File: config.mk
export PLATFORM = sky130hd
export DESIGN_NAME = chain_dma
export DESIGN_NICKNAME = d
export VERILOG_FILES = /design/src/rtl/dma_pkg.sv /design/src/rtl/dma_chain_fsm.sv /design/src/rtl/dma_desc_path.sv /design/src/rtl/dma_status.sv /design/src/rtl/chain_dma.sv
export SDC_FILE = /design/constraint.sdc
export NUM_CORES = 1
export LEC_CHECK = 0
export BUFFER_PORTS_ARGS = -buffer_cell sky130_fd_sc_hd__buf_4
export CAP_MARGIN = 40
export CORE_ASPECT_RATIO = 1.4
export CORE_MARGIN = 10
export CORE_UTILIZATION = 50
export DETAILED_ROUTE_END_ITERATION = 12
export PLACE_DENSITY = 0.77
export SLEW_MARGIN = 0
export SYNTH_ARGS = -nofsm -noshare
export SYNTH_HDL_FRONTEND = slang
export SYNTH_SLANG_ARGS = --single-unit
File: constraint.sdc
create_clock -name clk -period 6.5 [get_ports clk]
set_input_delay 0.65 -clock clk [delete_from_list [all_inputs] [get_ports clk]]
set_output_delay 0.65 -clock clk [all_outputs]
set_load 0.005 [all_outputs]
File: src/rtl/dma_pkg.sv
package dma_pkg;
    typedef enum logic [2:0] {
        ST_IDLE,
        ST_FETCH,
        ST_EXEC,
        ST_MEM_RD,
        ST_DEV_WR,
        ST_DEV_RD,
        ST_MEM_WR,
        ST_NEXT
    } dma_state_e;

    localparam int DESC_WORDS = 4;
endpackage

File: src/rtl/dma_chain_fsm.sv
module dma_chain_fsm
    import dma_pkg::*;
(
    input  logic       clk,
    input  logic       rst_n,
    input  logic       start,
    input  logic       bus_ok,
    input  logic       bus_fail,
    input  logic       dev_ok,
    input  logic       dev_fail,
    input  logic       last_word,
    input  logic       cnt_zero,
    input  logic       cnt_one,
    input  logic       dir_in,
    input  logic       next_zero,
    output dma_state_e state_q,
    output logic       ld_start,
    output logic       take_word,
    output logic       step,
    output logic       latch_byte,
    output logic       ld_next,
    output logic       set_done,
    output logic       set_err
);
    dma_state_e state_d;

    always_ff @(posedge clk) begin
        if (!rst_n) state_q <= ST_IDLE;
        else        state_q <= state_d;
    end

    always_comb begin
        state_d    = state_q;
        ld_start   = 1'b0;
        take_word  = 1'b0;
        step       = 1'b0;
        latch_byte = 1'b0;
        ld_next    = 1'b0;
        set_done   = 1'b0;
        set_err    = 1'b0;
        unique case (state_q)
            ST_IDLE: begin
                if (start) begin
                    ld_start = 1'b1;
                    state_d  = ST_FETCH;
                end
            end
            ST_FETCH: begin
                if (bus_fail) begin
                    set_err = 1'b1;
                    state_d = ST_IDLE;
                end else if (bus_ok) begin
                    take_word = 1'b1;
                    if (last_word) state_d = ST_EXEC;
                end
            end
            ST_EXEC: begin
                if (cnt_zero)    state_d = ST_NEXT;
                else if (dir_in) state_d = ST_DEV_RD;
                else             state_d = ST_MEM_RD;
            end
            ST_MEM_RD: begin
                if (bus_fail) begin
                    set_err = 1'b1;
                    state_d = ST_IDLE;
                end else if (bus_ok) begin
                    latch_byte = 1'b1;
                    state_d    = ST_DEV_WR;
                end
            end
            ST_DEV_WR: begin
                if (dev_fail) begin
                    set_err = 1'b1;
                    state_d = ST_IDLE;
                end else if (dev_ok) begin
                    step    = 1'b1;
                    state_d = cnt_one ? ST_NEXT : ST_MEM_RD;
                end
            end
            ST_DEV_RD: begin
                if (dev_fail) begin
                    set_err = 1'b1;
                    state_d = ST_IDLE;
                end else if (dev_ok) begin
                    latch_byte = 1'b1;
                    state_d    = ST_MEM_WR;
                end
            end
            ST_MEM_WR: begin
                if (bus_fail) begin
                    set_err = 1'b1;
                    state_d = ST_IDLE;
                end else if (bus_ok) begin
                    step    = 1'b1;
                    state_d = cnt_one ? ST_NEXT : ST_DEV_RD;
                end
            end
            ST_NEXT: begin
                if (next_zero) begin
                    set_done = 1'b1;
                    state_d  = ST_IDLE;
                end else begin
                    ld_next = 1'b1;
                    state_d = ST_FETCH;
                end
            end
            default: state_d = ST_IDLE;
        endcase
    end

    // a zero-count descriptor goes straight on to the chaining step
    a_r6_zero_skip: assert property (@(posedge clk) disable iff (!rst_n)
        (state_q == ST_EXEC && cnt_zero) |=> (state_q == ST_NEXT));
endmodule

File: src/rtl/dma_desc_path.sv
module dma_desc_path #(
    parameter int AW = 32,
    parameter int DW = 32,
    parameter int CW = 16
) (
    input  logic          clk,
    input  logic          rst_n,
    input  logic [AW-1:0] start_ptr,
    input  logic [DW-1:0] mem_rdata,
    input  logic [7:0]    dev_rdata,
    input  logic          ld_start,
    input  logic          take_word,
    input  logic          step,
    input  logic          latch_byte,
    input  logic          ld_next,
    output logic [AW-1:0] cur_q,
    output logic [AW-1:0] desc_addr,
    output logic [AW-1:0] buf_addr,
    output logic [CW-1:0] cnt_q,
    output logic [7:0]    byte_q,
    output logic          dir_q,
    output logic          last_word,
    output logic          cnt_zero,
    output logic          cnt_one,
    output logic          next_zero
);
    localparam int IW = $clog2(dma_pkg::DESC_WORDS);

    logic [IW-1:0] widx_q;
    logic [AW-1:0] addr_q;
    logic [AW-1:0] next_q;

    always_ff @(posedge clk) begin
        if (!rst_n) begin
            cur_q  <= '0;
            widx_q <= '0;
            dir_q  <= 1'b0;
            addr_q <= '0;
            cnt_q  <= '0;
            next_q <= '0;
            byte_q <= '0;
        end else begin
            if (ld_start) begin
                cur_q  <= start_ptr;
                widx_q <= '0;
            end else if (ld_next) begin
                cur_q  <= next_q;
                widx_q <= '0;
            end else if (take_word) begin
                widx_q <= widx_q + 1'b1;
                case (widx_q)
                    2'd0:    dir_q  <= mem_rdata[0];
                    2'd1:    addr_q <= AW'(mem_rdata);
                    2'd2:    cnt_q  <= mem_rdata[CW-1:0];
                    default: next_q <= AW'(mem_rdata);
                endcase
            end
            if (latch_byte) byte_q <= dir_q ? dev_rdata : mem_rdata[7:0];
            if (step) begin
                addr_q <= addr_q + 1'b1;
                cnt_q  <= cnt_q - 1'b1;
            end
        end
    end

    assign desc_addr = cur_q + (AW'(widx_q) << 2);
    assign buf_addr  = addr_q;
    assign last_word = (widx_q == IW'(dma_pkg::DESC_WORDS - 1));
    assign cnt_zero  = (cnt_q == '0);
    assign cnt_one   = (cnt_q == CW'(1));
    assign next_zero = (next_q == '0);

    // one completed byte moves the address up and the count down by one
    a_r3_step_moves: assert property (@(posedge clk) disable iff (!rst_n)
        step |=> (addr_q == $past(addr_q) + 1'b1) && (cnt_q == $past(cnt_q) - 1'b1));
endmodule

File: src/rtl/dma_status.sv
module dma_status (
    input  logic clk,
    input  logic rst_n,
    input  logic ld_start,
    input  logic set_done,
    input  logic set_err,
    input  logic clr_done,
    output logic done_q,
    output logic err_q,
    output logic irq
);
    always_ff @(posedge clk) begin
        if (!rst_n || clr_done || ld_start) begin
            done_q <= 1'b0;
            err_q  <= 1'b0;
        end else begin
            if (set_done) done_q <= 1'b1;
            if (set_err)  err_q  <= 1'b1;
        end
    end

    assign irq = done_q | err_q;

    // the interrupt stays up until it is cleared or a new chain starts
    a_r10_irq_sticky: assert property (@(posedge clk) disable iff (!rst_n)
        (irq && !clr_done && !ld_start) |=> irq);

    // a chain ends either normally or with an error, never both
    a_r7_done_err_excl: assert property (@(posedge clk) disable iff (!rst_n)
        !(done_q && err_q));
endmodule

File: src/rtl/chain_dma.sv
module chain_dma
    import dma_pkg::*;
#(
    parameter int AW = 32,
    parameter int DW = 32,
    parameter int CW = 16
) (
    input  logic          clk,
    input  logic          rst_n,
    input  logic          start,
    input  logic [AW-1:0] start_ptr,
    input  logic          clr_done,
    output logic          busy,
    output logic          done,
    output logic          err,
    output logic          irq,
    output logic [AW-1:0] cur_desc,
    output logic [CW-1:0] rem_count,
    output logic          bus_req,
    input  logic          bus_gnt,
    output logic [AW-1:0] mem_addr,
    output logic          mem_we,
    output logic          mem_byte,
    output logic [DW-1:0] mem_wdata,
    input  logic [DW-1:0] mem_rdata,
    input  logic          mem_ack,
    input  logic          mem_err,
    output logic          dev_req,
    output logic          dev_wr,
    output logic [7:0]    dev_wdata,
    input  logic [7:0]    dev_rdata,
    input  logic          dev_ack,
    input  logic          dev_err
);
    dma_state_e    state_q;
    logic          ld_start, take_word, step, latch_byte, ld_next, set_done, set_err;
    logic          bus_ok, bus_fail, dev_ok, dev_fail;
    logic          last_word, cnt_zero, cnt_one, dir_q, next_zero;
    logic [AW-1:0] desc_addr, buf_addr;
    logic [7:0]    byte_q;

    assign bus_req   = (state_q == ST_FETCH) || (state_q == ST_MEM_RD) || (state_q == ST_MEM_WR);
    assign mem_we    = (state_q == ST_MEM_WR);
    assign mem_byte  = (state_q != ST_FETCH);
    assign mem_addr  = (state_q == ST_FETCH) ? desc_addr : buf_addr;
    assign mem_wdata = DW'(byte_q);
    assign dev_req   = (state_q == ST_DEV_WR) || (state_q == ST_DEV_RD);
    assign dev_wr    = (state_q == ST_DEV_WR);
    assign dev_wdata = byte_q;
    assign busy      = (state_q != ST_IDLE);
    assign rem_count = cnt_q_w;

    logic [CW-1:0] cnt_q_w;

    assign bus_ok   = bus_req && bus_gnt && mem_ack && !mem_err;
    assign bus_fail = bus_req && bus_gnt && mem_ack && mem_err;
    assign dev_ok   = dev_req && dev_ack && !dev_err;
    assign dev_fail = dev_req && dev_ack && dev_err;

    dma_chain_fsm u_fsm (
        .clk        (clk),
        .rst_n      (rst_n),
        .start      (start),
        .bus_ok     (bus_ok),
        .bus_fail   (bus_fail),
        .dev_ok     (dev_ok),
        .dev_fail   (dev_fail),
        .last_word  (last_word),
        .cnt_zero   (cnt_zero),
        .cnt_one    (cnt_one),
        .dir_in     (dir_q),
        .next_zero  (next_zero),
        .state_q    (state_q),
        .ld_start   (ld_start),
        .take_word  (take_word),
        .step       (step),
        .latch_byte (latch_byte),
        .ld_next    (ld_next),
        .set_done   (set_done),
        .set_err    (set_err)
    );

    dma_desc_path #(.AW(AW), .DW(DW), .CW(CW)) u_path (
        .clk        (clk),
        .rst_n      (rst_n),
        .start_ptr  (start_ptr),
        .mem_rdata  (mem_rdata),
        .dev_rdata  (dev_rdata),
        .ld_start   (ld_start),
        .take_word  (take_word),
        .step       (step),
        .latch_byte (latch_byte),
        .ld_next    (ld_next),
        .cur_q      (cur_desc),
        .desc_addr  (desc_addr),
        .buf_addr   (buf_addr),
        .cnt_q      (cnt_q_w),
        .byte_q     (byte_q),
        .dir_q      (dir_q),
        .last_word  (last_word),
        .cnt_zero   (cnt_zero),
        .cnt_one    (cnt_one),
        .next_zero  (next_zero)
    );

    dma_status u_status (
        .clk      (clk),
        .rst_n    (rst_n),
        .ld_start (ld_start),
        .set_done (set_done),
        .set_err  (set_err),
        .clr_done (clr_done),
        .done_q   (done),
        .err_q    (err),
        .irq      (irq)
    );

    // a waiting bus request keeps its address and direction
    a_r2_req_stable: assert property (@(posedge clk) disable iff (!rst_n)
        (bus_req && !(bus_gnt && mem_ack)) |=> (bus_req && $stable(mem_addr) && $stable(mem_we)));

    // never both sides at once
    a_r12_one_side: assert property (@(posedge clk) disable iff (!rst_n)
        $onehot0({bus_req, dev_req}));

    // an idle engine issues no requests
    a_r1_idle_quiet: assert property (@(posedge clk) disable iff (!rst_n)
        !busy |-> (!bus_req && !dev_req));

    // an abort leaves the remaining count untouched
    a_r8_count_kept: assert property (@(posedge clk) disable iff (!rst_n)
        $rose(err) |-> $stable(rem_count));
endmodule

==> flow_summary.ini <==
[timing]
tns_ns = 0
slew_headroom = 0.3865
finalSetupViolCount = 0
rsz0062_at_grt = no
final.min_clock_period_ns = 3.875
fin_crit_sh = 0.5961
hold_viol_final = 0
max_freq_mhz = 258.1
worst_pin_slew_ns = 0.9132
finalMaxSlewViolations = 0
finClkSkew_ns = 0.01280
fin_worst_hold_slack_ns = 0.4003

[power]
cellPowerDensity_mw_per_mm2 = 217.4
vdd_drop_max_uv = 125.6
fin_total_pwr_w = 0.002057
power.leakage_nw = 3.856

[clock_network]
cts.sinks = 128
cts_resized = 0
cts_tree = done
cts_buffer_depth = 2
path_clk_slew_ns = 0.06
cts_htree_levels = 4
cts_hold_buffers = 0
root_buffer = clkbuf_16
post_cts_buffers = 0
cts_buffers = 17
clk_latency_ns = 0.42

[cells_and_area]
multi_input_area_sq_mm = 0.004481
area_delta_synth_final_pct = 26.10
layout.nets = 1218
n_antenna_cell = 0
nFillCells = 1307
drive_gt1_frac = 0.2170
regArea_sq_mm = 0.002562

[placed_design]
gp_congestion = 0.9097
dp_hpwl_mm = 19.66
port_buffers = 185

[worst_setup_path]
crit_family = simple AND/OR/NAND/NOR gates
end_kind = primary output
cp_num_buf_inv = 2
critPathArrivalTime_ns = 3.22
worstSetupStartpointType = flop
crit_path_cell_trace = ha_1 -> inv_1 -> fa_1 -> nand3b_1 -> nor3_1 -> nand4_1 -> xor2_1 -> o21ai_1 -> buf_4
critical_path_class = flop to primary output
slowest_delay_ns = 0.80
ff2ff_setup_slack_ns = 3.33
worstPathMaxFanout = 7
required_ns = 5.85
slowest_stage = nor3_1

[logic_synthesis]
syn_inst = 982
synth_cell_type_count = 74
yosys_register_bits = 128
yosysSeqAreaShare = 0.3415
avgSynthCellArea_sq_um = 7.641
synth_ff_type = dfxtp_1
yosysTopAreaCellShare = 0.3415
synth.area.top_cells = dfxtp_1, nand2_1, mux2i_1, a21oi_1, o21ai_0
yosysTopAreaCell = dfxtp_1
ys_top_cells_by_count = nand2_1, dfxtp_1, a21oi_1
synth_edf_count = 0
yosysMostFrequentCell = nand2_1
yosysWarningCount = 0
ys_async_sr_fraction = 0
syn_area_sq_mm = 0.007503

[detailed_routing]
wl_per_cell_um = 19.93
viasPerCell = 5.958
wl_mm = 26.44
firstDrtPassIters = 7
wl_met2_mm = 13.17
drtIter0Drc = 564
postRouteAntennaNets = 0
num_vias = 7906
top_layer_used = met4
wl_met3_mm = 2.397
drc = 0
m1WireLength_mm = 9.670

[floorplanning]
pin_count = 210
die_area_sq_mm = 0.02038
die_width_um = 123.5
die_h_um = 164.9
num_rows = 52
core_sq_mm = 0.01457
start_util = 0.5149

[global_route]
grt_usage = 0.2482
grt_pass1_wl_mm = 40.25
grt.overflow.total = 0
grt_max_degree = 60
grt_pass1_vias = 7698
antenna_found_initial = 0

[job]
drv_cap = 0

[run_status]
status = complete, no violations

[hold_path]
hold_class = input port to flop
## where the power goes
group	internal, W	switching [W]	leakage (nW)	total [W]
sequential	0.000805	0.0000360	1.04	0.000841
combinational	0.000114	0.000135	2.54	0.000248
clock	0.000580	0.000386	0.284	0.000967
## worst register-to-register path: cells and delay by family (launching register included)
family,cells,cell delay (ns)
AND/OR/NAND/NOR,4,1.45
flip-flops,1,0.30
AO/OA/AOI/OAI,1,0.07
buffers and inverters,4,1.20
## per-stage QoR
step,std cells,setup slack (ns),instance area [sq um],utilization
finish,1327,2.625,9462,0.6492
global placement,1289,3.162,8792,0.6033
global route,1327,2.373,9462,0.6492
CTS,1327,2.641,9462,0.6492
floorplan,1005,3.611,7590,-
detailed placement,1295,3.105,8869,0.6085
## area by class of cell
type | instances | area share
clock buffer | 18 | 0.04642
clock inverter | 14 | 0.01627
inverter | 17 | 0.006744
multi-input combinational | 762 | 0.4736
sequential | 128 | 0.2708
tap | 189 | 0.02499
timing repair buffer | 199 | 0.1612
## routing by layer
metal  track usage  up-vias
met5             0        -
met1        0.2652     3693
met2        0.4364      400
li1              -     3740
met4        0.1269        0
met3       0.06562       73
## flip-flops by register name (all words and copies together), names as in the netlist
register and flops:
u_path.cnt_q 16, u_fsm.state_q 3, u_path.next_q 32, u_path.byte_q 8
u_path.buf_addr 32, u_path.dir_q 1, u_status.done_q 1, u_status.err_q 1
u_path.widx_q 2, u_path.cur_q 32
## placed cells by master (no fill, tap or decap), types with 10 or more instances in the layout
| master | netlist | layout |
|---|---|---|
| nand4_1 | 24 | 24 |
| o21ai_0 | 54 | 54 |
| o21ai_1 | 31 | 31 |
| or3_1 | 11 | 11 |
| xnor2_1 | 15 | 15 |
| xor2_1 | 17 | 17 |
| nand3_1 | 31 | 31 |
| a31oi_1 | 18 | 18 |
| mux2i_1 | 45 | 45 |
| inv_1 | 15 | 14 |
| nor4_1 | 13 | 13 |
| ha_1 | 11 | 11 |
| conb_1 | 1 | 24 |
| buf_4 | 32 | 195 |
| a311oi_1 | 10 | 10 |
| o21a_1 | 10 | 10 |
| dfxtp_1 | 128 | 128 |
| and3_1 | 16 | 16 |
| nor2_1 | 45 | 44 |
| clkbuf_16 | 0 | 17 |
| a21oi_1 | 64 | 64 |
| nor3_1 | 18 | 18 |
| nand2_1 | 197 | 197 |
## logic make-up after synthesis
family                   after synthesis  synth area share
flip-flops                           128            0.3415
other                                  1         0.0004998
AND/OR/NAND/NOR                      407            0.2648
AO/OA/AOI/OAI                        240            0.1963
buffers and inverters                115           0.07554
adder cells (fa/ha/maj)               12           0.02101
multiplexers                          47           0.06303
XOR/XNOR                              32           0.03735
## final timing paths
| check | startpoint | to | cells after the start |
|---|---|---|---|
| setup / recovery | u_path.widx_q[0] | mem_addr[22] | 9 |
| setup reg to reg | u_fsm.state_q[0] | u_path.next_q[15] | 9 |
| hold reg to reg | u_path.next_q[30] | u_path.next_q[30] | 2 |
| hold / removal | clr_done | u_status.err_q | 2 |
Power figures use the tool's default switching activity.
